**config.mk**
```make
export PLATFORM = sky130hd
export DESIGN_NAME = nxpc_unit
export DESIGN_NICKNAME = d
export VERILOG_FILES = /design/src/rtl/nxpc_pkg.sv /design/src/rtl/nxpc_decode.sv /design/src/rtl/nxpc_cond.sv /design/src/rtl/nxpc_target.sv /design/src/rtl/nxpc_unit.sv
export SDC_FILE = /design/constraint.sdc
export NUM_CORES = 1
export LEC_CHECK = 0
export ABC_AREA = 1
export CAP_MARGIN = 20
export CORE_UTILIZATION = 40
export DETAILED_ROUTE_END_ITERATION = 10
export DONT_BUFFER_PORTS = 1
export PLACE_DENSITY_LB_ADDON = 0.12
export SLEW_MARGIN = 20
export SYNTH_ARGS = -nofsm -noshare
export SYNTH_HDL_FRONTEND = slang
export SYNTH_SLANG_ARGS = --single-unit
```
**constraint.sdc**
```tcl
create_clock -name clk -period 0.8 [get_ports clk]
set_input_delay 0.04 -clock clk [delete_from_list [all_inputs] [get_ports clk]]
set_output_delay 0.04 -clock clk [all_outputs]
set_load 0.005 [all_outputs]
```
**src/rtl/nxpc_pkg.sv**
```systemverilog
package nxpc_pkg;
    localparam int XLEN   = 64;
    localparam int IW     = 32;
    localparam int OP_W   = 6;
    localparam int RIDX_W = 5;
    localparam int DISP_W = 21;
    localparam int HINT_W = 2;
    localparam int INSN_BYTES = IW / 8;

    localparam logic [RIDX_W-1:0] ZERO_REG = '1;

    localparam logic [OP_W-1:0] OP_JUMP  = 6'h1A;
    localparam logic [OP_W-1:0] OP_BRA   = 6'h30;
    localparam logic [OP_W-1:0] OP_BCALL = 6'h34;
    localparam logic [2:0]      COND_GRP = 3'b111;

    typedef enum logic [1:0] {
        CLS_SEQ    = 2'd0,
        CLS_COND   = 2'd1,
        CLS_UNCOND = 2'd2,
        CLS_JUMP   = 2'd3
    } ctl_cls_e;

    typedef struct packed {
        logic              vld;
        logic [XLEN-1:0]   npc;
        logic              tkn;
        logic              lwe;
        logic [RIDX_W-1:0] lreg;
        logic [XLEN-1:0]   lval;
        logic [HINT_W-1:0] hint;
    } nxpc_out_t;
endpackage

```
**src/rtl/nxpc_decode.sv**
```systemverilog
module nxpc_decode
    import nxpc_pkg::*;
#(
    parameter int IWIDTH = IW
) (
    input  logic [IWIDTH-1:0]   insn,
    output ctl_cls_e            cls,
    output logic [2:0]          cond_code,
    output logic [RIDX_W-1:0]   ra_idx,
    output logic [DISP_W-1:0]   disp,
    output logic [HINT_W-1:0]   hint
);
    localparam int OP_LSB = IWIDTH - OP_W;
    localparam int RA_LSB = OP_LSB - RIDX_W;
    localparam int JH_LSB = RA_LSB - RIDX_W - HINT_W;

    logic [OP_W-1:0] opc;

    assign opc       = insn[IWIDTH-1:OP_LSB];
    assign ra_idx    = insn[RA_LSB +: RIDX_W];
    assign disp      = insn[DISP_W-1:0];
    assign cond_code = opc[2:0];

    always_comb begin
        cls  = CLS_SEQ;
        hint = '0;
        if (opc == OP_JUMP) begin
            cls  = CLS_JUMP;
            hint = insn[JH_LSB +: HINT_W];
        end else if (opc[OP_W-1 -: 3] == COND_GRP) begin
            cls = CLS_COND;
        end else if (opc == OP_BRA) begin
            cls = CLS_UNCOND;
        end else if (opc == OP_BCALL) begin
            cls  = CLS_UNCOND;
            hint = HINT_W'(1);
        end
    end
endmodule

```
**src/rtl/nxpc_cond.sv**
```systemverilog
module nxpc_cond #(
    parameter int WIDTH = 64
) (
    input  logic [2:0]       code,
    input  logic [WIDTH-1:0] opnd,
    output logic             pass
);
    logic is_zero;
    logic is_neg;
    logic base;

    assign is_zero = (opnd == '0);
    assign is_neg  = opnd[WIDTH-1];

    // code[1:0] selects a base test, code[2] selects its complement
    always_comb begin
        case (code[1:0])
            2'b00:   base = ~opnd[0];
            2'b01:   base = is_zero;
            2'b10:   base = is_neg;
            default: base = is_neg | is_zero;
        endcase
        pass = base ^ code[2];
    end
endmodule

```
**src/rtl/nxpc_target.sv**
```systemverilog
module nxpc_target #(
    parameter int WIDTH    = 64,
    parameter int DWIDTH   = 21,
    parameter int STEP     = 4,
    parameter int ALIGN_LG = 2
) (
    input  logic [WIDTH-1:0]  pc,
    input  logic [DWIDTH-1:0] disp,
    input  logic [WIDTH-1:0]  reg_tgt,
    output logic [WIDTH-1:0]  seq_pc,
    output logic [WIDTH-1:0]  rel_pc,
    output logic [WIDTH-1:0]  ind_pc
);
    localparam int EXT_W = WIDTH - DWIDTH - ALIGN_LG;

    logic [WIDTH-1:0] offs;

    assign seq_pc = pc + WIDTH'(STEP);

    generate
        if (EXT_W > 0) begin : g_ext
            assign offs = {{EXT_W{disp[DWIDTH-1]}}, disp, {ALIGN_LG{1'b0}}};
        end else begin : g_trunc
            assign offs = WIDTH'({disp, {ALIGN_LG{1'b0}}});
        end
    endgenerate

    assign rel_pc = seq_pc + offs;
    assign ind_pc = {reg_tgt[WIDTH-1:ALIGN_LG], {ALIGN_LG{1'b0}}};
endmodule

```
**src/rtl/nxpc_unit.sv**
```systemverilog
module nxpc_unit
    import nxpc_pkg::*;
(
    input  logic              clk,
    input  logic              rst_n,
    input  logic              in_valid,
    input  logic [XLEN-1:0]   cur_pc,
    input  logic [IW-1:0]     insn_word,
    input  logic [XLEN-1:0]   opnd_val,
    output logic              out_valid,
    output logic [XLEN-1:0]   next_pc,
    output logic              taken,
    output logic              link_we,
    output logic [RIDX_W-1:0] link_reg,
    output logic [XLEN-1:0]   link_val,
    output logic [HINT_W-1:0] hint
);
    ctl_cls_e          cls;
    logic [2:0]        cond_code;
    logic [RIDX_W-1:0] ra_idx;
    logic [DISP_W-1:0] disp;
    logic [HINT_W-1:0] hint_dec;
    logic              cond_pass;
    logic [XLEN-1:0]   seq_pc;
    logic [XLEN-1:0]   rel_pc;
    logic [XLEN-1:0]   ind_pc;

    nxpc_out_t st_d;
    nxpc_out_t st_q;

    nxpc_decode #(.IWIDTH(IW)) u_dec (
        .insn      (insn_word),
        .cls       (cls),
        .cond_code (cond_code),
        .ra_idx    (ra_idx),
        .disp      (disp),
        .hint      (hint_dec)
    );

    nxpc_cond #(.WIDTH(XLEN)) u_cond (
        .code (cond_code),
        .opnd (opnd_val),
        .pass (cond_pass)
    );

    nxpc_target #(
        .WIDTH    (XLEN),
        .DWIDTH   (DISP_W),
        .STEP     (INSN_BYTES),
        .ALIGN_LG ($clog2(INSN_BYTES))
    ) u_tgt (
        .pc      (cur_pc),
        .disp    (disp),
        .reg_tgt (opnd_val),
        .seq_pc  (seq_pc),
        .rel_pc  (rel_pc),
        .ind_pc  (ind_pc)
    );

    always_comb begin
        st_d      = '0;
        st_d.vld  = in_valid;
        st_d.npc  = seq_pc;
        st_d.lreg = ra_idx;
        st_d.lval = seq_pc;
        st_d.hint = hint_dec;
        case (cls)
            CLS_COND: begin
                st_d.tkn = in_valid & cond_pass;
                st_d.npc = cond_pass ? rel_pc : seq_pc;
            end
            CLS_UNCOND: begin
                st_d.tkn = in_valid;
                st_d.npc = rel_pc;
                st_d.lwe = in_valid & (ra_idx != ZERO_REG);
            end
            CLS_JUMP: begin
                st_d.tkn = in_valid;
                st_d.npc = ind_pc;
                st_d.lwe = in_valid & (ra_idx != ZERO_REG);
            end
            default: ;
        endcase
    end

    always_ff @(posedge clk or negedge rst_n) begin
        if (!rst_n) st_q <= '0;
        else        st_q <= st_d;
    end

    assign out_valid = st_q.vld;
    assign next_pc   = st_q.npc;
    assign taken     = st_q.tkn;
    assign link_we   = st_q.lwe;
    assign link_reg  = st_q.lreg;
    assign link_val  = st_q.lval;
    assign hint      = st_q.hint;
endmodule

```
=== Word-level counts from Yosys, hierarchy flattened ===
Index checks and enable logic that the tools add are counted.

* Register bits after elaboration: 138
* Input bits: 163
* Output and inout bits: 138
* Word-level logic and storage cells: 39

* Add/sub/neg operators: 2
* Eq/ne operators: 10
* Mux-type cells: 12
* Bitwise operators: 5
* Reduce and logical (&&, ||, !) cells: 3

{| class="wikitable"
|+ Operators by type and width
! cell !! count
|-
| $pmux W65 S3 || 1
|-
| $add A64 B3 Y64 const B || 1
|-
| $add A64 B64 Y64 || 1
|-
| $logic_not A64 Y1 || 1
|-
| $mux W64 || 1
|-
| $mux W2 || 7
|-
| $eq A6 B6 Y1 const B || 2
|-
| $eq A2 B2 Y1 const B || 3
|-
| $eq A6 B5 Y1 const B || 1
|-
| $ne A5 B5 Y1 const B || 1
|-
| $eq A2 B1 Y1 const B || 2
|-
| $eq A3 B3 Y1 const B || 1
|-
| $pmux W1 S3 || 1
|-
| $and A1 B1 Y1 || 2
|-
| $logic_not A2 Y1 || 1
|-
| $mux W1 || 2
|-
| $reduce_or A2 Y1 || 1
|-
| $not A1 Y1 || 1
|-
| $or A1 B1 Y1 || 1
|-
| $xor A1 B1 Y1 || 1
|}

=== Depth between registers and ports, before layout ===
Gate-level depths: netlist of the first run.

* Depth in word-level cells: 8
* Gate-level depth with buffers: 25
* Depth with buffers taken out: 25

=== By module ===
From an unflattened synthesis of the first run, not the netlist that was laid out.

* Cell total of the unflattened synthesis: 2459
* Area, all modules: 14445.1 um^2

{| class="wikitable"
|+ By module, submodules not included
! module !! instances !! cells an instance !! area each (um^2) !! sequential area each (um^2)
|-
| nxpc_target || 1 || 1501 || 7424.6 || 0.0
|-
| nxpc_unit || 1 || 844 || 6457.4 || 3453.3
|-
| nxpc_decode || 1 || 47 || 299.0 || 0.0
|-
| nxpc_cond || 1 || 67 || 264.0 || 0.0
|}

=== Worst setup path after synthesis of the first run ===
OpenSTA, ideal clock, no wires.

* Path kind: input port to flip-flop
* From: input port cur_pc[2]
* To: register st_q (netlist bit next_pc[56])
* Setup time: 124 ps
* Data arrival time: 2660 ps
* Required time: 676 ps
* Setup slack: -1984 ps
* Cell stages on the path: 23
* Path buffers: 0
* Cells stage by stage: ha_1 > nand3_2 > nor2_2 > nand4_1 > nor2_1 > nand2_1 > nor2_1 > xor2_1 > inv_1 > ha_1 > nand2_1 > nor2_1 > nand2_1 > nor3_1 > inv_1 > nor2_1 > nand2_1 > nand3_1 > nand2_1 > nand3_1 > nand2_1 > inv_1 > nand3_1

{| class="wikitable"
|+ RTL lines
! what !! RTL line !! source
|-
| start, declared || nxpc_unit.sv:7 || <nowiki>input logic [XLEN-1:0] cur_pc,</nowiki>
|-
| end signal, assigned || nxpc_unit.sv:88 || <nowiki>else st_q <= st_d;</nowiki>
|-
| end, declared || nxpc_unit.sv:29 || <nowiki>nxpc_out_t st_q;</nowiki>
|}

==> results.json, run 1 <==
{
  "grt.total_usage": 0.395,
  "die_x_microns": 181,
  "path_max_fanout": 4,
  "fin_crit_ns": 2.69,
  "clock-sinks": 138,
  "die_h_microns": 181,
  "num_rows": 65,
  "ctsHoldBuffers": 76,
  "startpoint_type": "primary input",
  "cts_max_level": 4,
  "drc_errors": 0,
  "post_drt_wl_per_cell_microns": 22.4,
  "io_pins": 301,
  "drtIter0Drc": 1559,
  "worst-setup-path-type": "in2reg",
  "setup_ws_ns": -1.89,
  "cts_tree": "done",
  "io_buffer_count": 0,
  "globalRouteOverflowTotal": 0,
  "ys_warn_count": 0,
  "required_ns": 1.13,
  "finalCritPeriodShare": 3.36,
  "clockBufferDepth": 2,
  "p_switching_uw": 11400,
  "avgSynthCellArea_sq_um": 6.02,
  "clk_pin_slew_worst_paths_ns": 0.07,
  "synth_area_leader_cell": "dfrtp_1",
  "max-vdd-ir-drop_uv": 1190,
  "p_sw_frac": 0.388,
  "finalPower_uw": 29300,
  "fmax_mhz": 372,
  "finalHoldViolCount": 190,
  "outcome": "complete, but fails checks",
  "crit_path_end_kind": "register",
  "cts_buffers": 17,
  "synth_nets": 2376,
  "setup_violations": 246,
  "synth-seq-cells": 138,
  "multi_input_area_sq_um": 13400,
  "p_per_area_nw_per_um2": 1170,
  "diodes": 0,
  "max_cap_viol_count": 0,
  "yosysSeqAreaShare": 0.268,
  "worstPathArrival_ns": 3.02,
  "grt_first_pass_wirelength_microns": 96500,
  "grt_antenna_before_repair": 0,
  "routed_via_density": 5.43,
  "p_int_uw": 17900,
  "violations": "hold timing, setup timing",
  "nFillCells": 2128,
  "p_leak_uw": 0.0120,
  "yosys-top-cells-area": "dfrtp_1 27%, nand2_1 24%, inv_1 10%, nand3_1 7.6%, ha_1 7.3%",
  "regArea_sq_um": 3460,
  "worst_slew_pin_slew_ns": 0.495,
  "grt_pass1_vias": 16836,
  "p_clk_frac": 0.283,
  "die_area_sq_um": 32900,
  "relSlewSlack": 0.667,
  "drv_slew": 0,
  "drt_first_pass_iters": 5,
  "drtAntennaViolNets": 0,
  "async_flop_share": 1.00,
  "synth.distinct_cells": 46,
  "syn_area_sq_um": 12900,
  "rsz0062_at_grt": "yes",
  "netlist_instances": 2137,
  "synth_edf_count": 0,
  "grt_max_degree": 139,
  "totalWireLength_microns": 71500,
  "gp_congestion": 1.06,
  "dr_total_vias": 17342,
  "combinationalPowerShare": 0.449,
  "hold_path.class": "in2async",
  "drive_above_1_share": 0.549,
  "start_util": 0.407,
  "synth_top_area_frac": 0.268,
  "syn_to_final_growth_pct": 94.1,
  "post-dp-hpwl_microns": 51100,
  "final_nets": 3015,
  "ys.flop_type": "dfrtp_1",
  "holdWs_ns": -0.721,
  "seqPwrFrac": 0.268,
  "fp.coreArea_sq_um": 31600,
  "root_buffer": "clkbuf_16"
}
## per-layer routing
metal	up-vias	part of all wire	global-route usage
met2	950	0.45	0.630
met3	220	0.11	0.122
met4	0	0.053	0.161
met1	8300	0.38	0.494
met5	-	0	0
li1	7872	-	-
## Yosys cell counts, types with 2 or more instances
cell and number:
nor2_1 243, nand3b_1 12, xnor2_1 20, nand2_2 10, nor3_1 41, nand3_1 196, xor2_1 63, inv_1 343
a21oi_1 56, nor2_4 3, nor3b_1 2, buf_4 5, o21bai_1 10, nor2_2 8, nor4_1 2, a21boi_0 3
xor2_2 2, o211ai_1 3, nand4_1 21, clkbuf_1 9, nand2_1 815, or2_2 11, inv_2 6, dfrtp_1 138
ha_1 75, o21ai_0 15, buf_2 6
## logic make-up after synthesis
kind of cell               Yosys count  synth area share
xor gates and xnor gates            85            0.0590
and+or+nand+nor                   1375             0.448
DFF                                138             0.268
adders and majority gates           76            0.0744
buffers and inverters              371             0.111
AOI/OAI and AO/OA                   92            0.0398
## worst max path at each step
stage / cells after the start / end / from
2_1_floorplan: 23 / next_pc[56]$_DFF_PN0_ / cur_pc[2]
3_3_place_gp: 23 / next_pc[56]$_DFF_PN0_ / cur_pc[24]
3_5_place_dp: 23 / next_pc[56]$_DFF_PN0_ / cur_pc[24]
4_1_cts: 23 / next_pc[56]$_DFF_PN0_ / cur_pc[2]
5_1_grt: 25 / next_pc[55]$_DFF_PN0_ / cur_pc[3]
6_report: 25 / next_pc[55]$_DFF_PN0_ / cur_pc[3]
## power groups by stage
stage / clock (uW) / sequential, uW / combinational, uW
2_1_floorplan: 0 / 7830 / 4810
3_3_place_gp: 0 / 7980 / 8480
3_5_place_dp: 0 / 7970 / 8550
4_1_cts: 8240 / 7850 / 10600
5_1_grt: 8520 / 7900 / 13800
6_report: 8270 / 7860 / 13100
## layout make-up
| class | instances | share of cell area |
|---|---|---|
| clock buffer | 17 | 0.0170 |
| clock inverter | 15 | 0.00606 |
| inverter | 350 | 0.0551 |
| multi-input combinational | 1630 | 0.535 |
| sequential | 138 | 0.138 |
| tap | 402 | 0.0201 |
| timing repair buffer | 639 | 0.228 |
## placed cells by master, fill, tap and decap left out, types with 7 or more instances in the layout
master and instances:
xor2_1 26, ha_4 55, inv_4 17, nand3_1 104, a21oi_4 20, a21oi_2 28, xor2_2 25, nand2_4 102
nand2_1 495, buf_6 154, ha_1 19, nand4_1 21, nor2_1 77, inv_6 10, buf_4 398, o21ai_1 7
nor3_4 22, o21ai_0 7, nand3_2 78, nand3_4 15, inv_2 82, nand3b_1 12, buf_12 10, xor2_4 14
nor2_4 127, xnor2_4 10, nor2_2 50, nor3_2 13, dlygate4sd3_1 75, inv_1 248, dfrtp_1 136, nor3_1 8
nand2_8 24, a21oi_1 8, nand2_2 207, clkbuf_16 18
## stage by stage
step / util / setup TNS (ns) / worst slack [ns] / instances / cell area, sq um
6_report: 0.790 / -111.69 / -1.89 / 3191 / 25000
3_5_place_dp: 0.570 / -165.27 / -2.59 / 2967 / 18000
2_1_floorplan: - / -89.81 / -1.69 / 2137 / 14200
4_1_cts: 0.691 / -104.84 / -1.76 / 3118 / 21900
3_3_place_gp: 0.570 / -164.33 / -2.62 / 2967 / 18000
5_1_grt: 0.790 / -120.34 / -1.98 / 3191 / 25000
## critical path, stage by stage
cell and delay [ns]:
ha_4 0.12, nand3_4 0.11, inv_4 0.09, nand2_4 0.06, nor2_4 0.09, nand4_1 0.17, buf_4 0.21, nor2_4 0.14
xnor2_4 0.17, inv_2 0.12, ha_4 0.33, nand2_4 0.08, nor2_4 0.11, inv_2 0.06, buf_6 0.11, nor3_4 0.24
nand2_2 0.12, nand2_4 0.12, nand2_1 0.08, nand3_2 0.09, nand2_2 0.06, nand3_2 0.07, nand2_1 0.06, inv_1 0.07
nand3_2 0.07
## timing repair
| item | CTS | global route |
|---|---|---|
| setup buffers | 52 | 92 |
| hold endpoints to repair | 264 | 190 |
| endpoints found under the setup margin | 248 | 253 |
| resized for setup | 501 | 624 |
| pin swaps | 162 | 328 |
| gates cloned | 0 | 4 |
Power figures use the tool's default switching activity.
==> run 2, diff against run 1 <==
--- a/config.mk
+++ b/config.mk
@@ -7,6 +7,7 @@
 export LEC_CHECK = 0
 export ABC_AREA = 1
 export CAP_MARGIN = 20
+export CORE_ASPECT_RATIO = 0.7
 export CORE_UTILIZATION = 40
 export DETAILED_ROUTE_END_ITERATION = 10
 export DONT_BUFFER_PORTS = 1
==> run 2 against run 1 <==
The flow still finishes with violations (hold timing, setup timing). Global-route usage up 0.85 points. Clock power up 10%. Count of clock-buffer cells in the layout unchanged. Maximum frequency down 0.88%. Flip-flop and latch count unchanged. Sequential share of layout area up 0.33 points. Largest power group unchanged.
==> results.json, run 2 (synthesis results as in run 1) <==
{
  "grt_first_pass_wirelength_microns": 97800,
  "clk_pin_slew_worst_paths_ns": 0.07,
  "p_switching_uw": 11200,
  "holdWs_ns": -0.730,
  "drtIter0Drc": 1604,
  "crit_path_max_incr_delay_ns": 0.33,
  "grt_util_met3": 0.151,
  "nFillCells": 2153,
  "fp.coreArea_sq_um": 31400,
  "grt_pass1_vias": 16282,
  "final_nets": 2976,
  "cts_buffers": 17,
  "grt.total_usage": 0.403,
  "finalCritPeriodShare": 3.39,
  "use_met2": 0.572,
  "place_area_sq_um": 18000,
  "max-vdd-ir-drop_uv": 1330,
  "seqPwrFrac": 0.261,
  "finalPower_uw": 30100,
  "finalHoldViolCount": 183,
  "p_leak_uw": 0.0119,
  "met1_usage": 0.564,
  "syn_to_final_growth_pct": 89.6,
  "globalRouteOverflowTotal": 0,
  "path_common_cell": "nand2_1",
  "drc_errors": 0,
  "grt_antenna_before_repair": 4,
  "start_util": 0.410,
  "combinationalPowerShare": 0.437,
  "final_cell_area_sq_um": 24400,
  "drive_above_1_share": 0.524,
  "tns_ns": -113.02,
  "p_int_uw": 18900,
  "die_x_microns": 216,
  "worst_slew_pin_slew_ns": 0.747,
  "io_buffer_count": 0,
  "outcome": "complete, but fails checks",
  "cp.buffers_inverters": 5,
  "multi_input_area_sq_um": 13000,
  "p_sw_frac": 0.371,
  "max_cap_viol_count": 0,
  "fin_crit_ns": 2.71,
  "dp_cells": 2971,
  "post-dp-hpwl_microns": 52600,
  "drtAntennaViolNets": 0,
  "crit_path_end_kind": "register",
  "required_ns": 1.13,
  "cp_top_family": "simple AND/OR/NAND/NOR gates",
  "cts_max_level": 4,
  "totalWireLength_microns": 73000,
  "io_pins": 301,
  "top_usage_layer": "met2",
  "mostFrequentLayoutCell": "nand2_1",
  "routed_via_density": 5.41,
  "critPathSlowestCell": "ha_4",
  "cp_cell_sequence": "nand2_1 > nor2_2 > nand4_1 > nor2_1 > nand2_1 > buf_6 > nor2_4 > xnor2_2 > inv_2 > ha_4 > nand2_4 > buf_4 > nor2_4 > inv_4 > nor2_4 > nand3_4 > nor2_2 > nand2_2 > nand3_2 > nand2_1 > nand3_1 > nand2_1 > inv_1 > nand3_1",
  "post_drt_wl_per_cell_microns": 23.0,
  "clockBufferDepth": 2,
  "clock-sinks": 138,
  "violations": "hold timing, setup timing",
  "worstPathArrival_ns": 3.05,
  "drt_first_pass_iters": 5,
  "drv_slew": 0,
  "ctsHoldBuffers": 77,
  "die_h_microns": 152,
  "p_per_area_nw_per_um2": 1230,
  "num_rows": 54,
  "diodes": 0,
  "p_clk_frac": 0.303,
  "regArea_sq_um": 3460,
  "relSlewSlack": 0.500,
  "gp_congestion": 1.01,
  "setup_ws_ns": -1.91,
  "grt_max_degree": 139,
  "cts_tree": "done",
  "final_cell_mix": "518 x nand2_1, 397 x buf_4, 259 x inv_1",
  "path_max_fanout": 4,
  "hold_path.class": "in2async",
  "startpoint_type": "primary input",
  "fmax_mhz": 368,
  "die_area_sq_um": 32900,
  "root_buffer": "clkbuf_16",
  "setup_violations": 245,
  "dr_total_vias": 17160,
  "worst-setup-path-type": "in2reg",
  "final_cells": 3169,
  "rsz0062_at_grt": "yes"
}
run 2: cell type report:
| class | instances | share of cell area |
|---|---|---|
| Clock buffer | 17 | 0.0174 |
| Timing Repair Buffer | 602 | 0.221 |
| Sequential cell | 138 | 0.142 |
| Clock inverter | 14 | 0.00902 |
| Inverter | 350 | 0.0558 |
| Tap cell | 420 | 0.0215 |
| Multi-Input combinational cell | 1628 | 0.533 |
run 2: routing by layer:
| metal | vias to the layer above | share of wire |
|---|---|---|
| li1 | 7785 | - |
| met1 | 8218 | 0.42 |
| met2 | 954 | 0.42 |
| met3 | 195 | 0.12 |
| met4 | 8 | 0.036 |
| met5 | - | 0.00078 |
run 2: worst max path at each step:
stage               start                    end  slack (ns)  cells after the start
6_report       cur_pc[16]  next_pc[58]$_DFF_PN0_       -1.91                     24
5_1_grt         cur_pc[2]  next_pc[58]$_DFF_PN0_       -2.00                     25
4_1_cts         cur_pc[2]  next_pc[52]$_DFF_PN0_       -1.73                     23
3_5_place_dp    cur_pc[2]  next_pc[59]$_DFF_PN0_       -2.65                     23
3_3_place_gp    cur_pc[2]  next_pc[58]$_DFF_PN0_       -2.68                     25
2_1_floorplan   cur_pc[2]  next_pc[56]$_DFF_PN0_       -1.69                     23
run 2: timing repair:
item,in CTS,in global routing
resized for setup,490,511
setup endpoints to repair,238,246
cloned,0,4
setup buffers,46,55
endpoints found under the hold margin,265,185
pin swaps,157,273
run 2: power groups by stage:
| stage | clock network, uW | logic, uW | registers [uW] |
|---|---|---|---|
| 2_1_floorplan | 0 | 4810 | 7830 |
| 3_3_place_gp | 0 | 8770 | 7960 |
| 3_5_place_dp | 0 | 8840 | 7960 |
| 4_1_cts | 9150 | 10800 | 7850 |
| 5_1_grt | 9390 | 13800 | 7880 |
| 6_report | 9120 | 13100 | 7850 |
run 2: metrics by stage:
step / util / worst slack, ns
after floorplan: - / -1.69
after global placement: 0.573 / -2.68
after detailed placement: 0.573 / -2.65
after CTS: 0.696 / -1.73
after global routing: 0.777 / -2.00
final: 0.777 / -1.91
==> run 3, diff against run 2 <==
==> constraint.sdc (replaced) <==
create_clock -name clk -period 3.05 [get_ports clk]
set_input_delay 0.1525 -clock clk [delete_from_list [all_inputs] [get_ports clk]]
set_output_delay 0.1525 -clock clk [all_outputs]
set_load 0.005 [all_outputs]
==> run 3 against run 2 <==
The flow finishes with violations (hold timing). Utilization shrank 20 points. Cell count shrank 4.1%. Setup slack gained 2.0 ns. Critical path depth shrank 1. Hold slack gained 0.12 ns. Wire length shrank 14%. Power shrank 78%. Non-clock buffer count shrank 136. Count of clock-buffer cells in the layout grew 1. Clock power shrank 75%. Via count shrank 8.4%. Combinational power shrank 82%. Largest power group unchanged.
==> results.json, run 3 (synthesis results as in run 1) <==
{
  "outcome": "complete, but fails checks",
  "violations": "hold timing",
  "final_cell_area_sq_um": 18100,
  "fmax_mhz": 342,
  "clk_pin_slew_worst_paths_ns": 0.07,
  "crit_start": "cur_pc[26]",
  "grt_first_pass_wirelength_microns": 90900,
  "startpoint_type": "primary input",
  "clock-sinks": 138,
  "final_nets": 2840,
  "die_area_sq_um": 32900,
  "cts_tree": "done",
  "hold_path.class": "in2async",
  "relSlewSlack": 0.490,
  "post_drt_wl_per_cell_microns": 20.7,
  "max-vdd-ir-drop_uv": 332,
  "final_cell_mix": "801 x nand2_1, 365 x buf_4, 339 x inv_1",
  "num_rows": 54,
  "holdWs_ns": -0.613,
  "drive_above_1_share": 0.203,
  "rsz0062_at_grt": "yes",
  "clockBufferDepth": 2,
  "worstPathArrival_ns": 3.25,
  "final_cells": 3038,
  "finalHoldViolCount": 138,
  "die_h_microns": 152,
  "fin_crit_ns": 2.92,
  "drv_slew": 0,
  "drc_errors": 0,
  "path_max_fanout": 3,
  "io_pins": 301,
  "worst-setup-path-type": "in2reg",
  "globalRouteOverflowTotal": 0,
  "post_cts_buffers": 0,
  "syn_to_final_growth_pct": 40.7,
  "dr_total_vias": 15711,
  "routed_via_density": 5.17,
  "utilization": 0.576,
  "required_ns": 3.38,
  "finalPower_uw": 6650,
  "io_buffer_count": 0,
  "grt_pass1_vias": 14840,
  "cts_buffers": 17,
  "grt_max_degree": 139,
  "drt_first_pass_iters": 6,
  "cts_max_level": 4,
  "grt_antenna_before_repair": 2,
  "p_per_area_nw_per_um2": 367,
  "p_leak_uw": 0.00957,
  "start_util": 0.410,
  "crit_path_end_kind": "register",
  "root_buffer": "clkbuf_16",
  "setup_violations": 0,
  "drtIter0Drc": 1749,
  "place_area_sq_um": 16100,
  "finalCritPeriodShare": 0.958,
  "max_cap_viol_count": 0,
  "nFillCells": 3145,
  "post-dp-hpwl_microns": 51700,
  "totalWireLength_microns": 63000,
  "mostFrequentLayoutCell": "nand2_1",
  "drtAntennaViolNets": 0,
  "dp_cells": 2905,
  "worst_slew_pin_slew_ns": 0.765,
  "fp.coreArea_sq_um": 31400,
  "die_x_microns": 216,
  "gp_congestion": 1.06,
  "grt.total_usage": 0.378
}
## run 3: layout make-up
class / count / area [sq um] / area share
clock inverters: 14 / 186 / 0.0103
multi-input cells: 1628 / 8390 / 0.463
inverters: 350 / 1310 / 0.0725
well taps: 420 / 526 / 0.0290
clock buffers: 18 / 439 / 0.0243
diodes: 4 / 10.0 / 0.000553
repair buffers: 466 / 3790 / 0.209
flip-flops and latches: 138 / 3450 / 0.191
## run 3: critical path, stage by stage
cell	delay (ns)
nand2_1	0.06
nor2_1	0.20
buf_4	0.14
nand2_1	0.07
buf_4	0.14
nor2_1	0.12
nand2_2	0.09
xor2_1	0.24
inv_1	0.19
buf_4	0.18
ha_1	0.27
nand2_1	0.08
inv_1	0.06
nand2_1	0.11
nor2_2	0.06
buf_4	0.13
nand3_1	0.08
inv_1	0.05
nand2_1	0.06
nand3_1	0.19
or2_2	0.34
nand3_1	0.14
nand3_1	0.10
## run 3: worst paths after layout
check	slack, ns	endpoint
setup / recovery	0.13	next_pc[35]$_DFF_PN0_
hold / removal	-0.61	link_val[4]$_DFF_PN0_
max in group asynchronous	3.45	link_val[39]$_DFF_PN0_
min in group clk	0.03	link_val[49]$_DFF_PN0_
## run 3: per-stage QoR
step                      setup TNS, ns  worst slack (ns)
final                                 0             0.127
after global placement           -12.54            -0.497
after floorplan                       0             0.153
after CTS                             0           0.00179
after global routing             -0.766           -0.0974
after detailed placement         -11.77            -0.490
## run 3: per-layer routing
metal / vias to the layer above / track usage / routed length [microns] / part of all wire
li1: 7510 / - / - / -
met1: 7300 / 0.550 / 29300 / 0.46
met2: 816 / 0.516 / 24500 / 0.39
met3: 85 / 0.142 / 7990 / 0.13
met4: 0 / 0.0932 / 1200 / 0.019
met5: - / 0 / 0 / 0
## run 3: what timing repair did
item	4_1_cts	5_1_grt
hold buffers	96	1
gates cloned	0	0
pin swaps	0	9
endpoints found under the hold margin	236	139
endpoints found under the setup margin	1	33
resized for setup	1	89
## run 3: where the power goes
part / leakage (uW) / internal, uW / switching, uW / total, uW
clock: 0.000300 / 1330 / 966 / 2290
combinational: 0.00764 / 972 / 1330 / 2300
sequential: 0.00163 / 1970 / 96.0 / 2060
total: 0.00957 / 4270 / 2390 / 6650
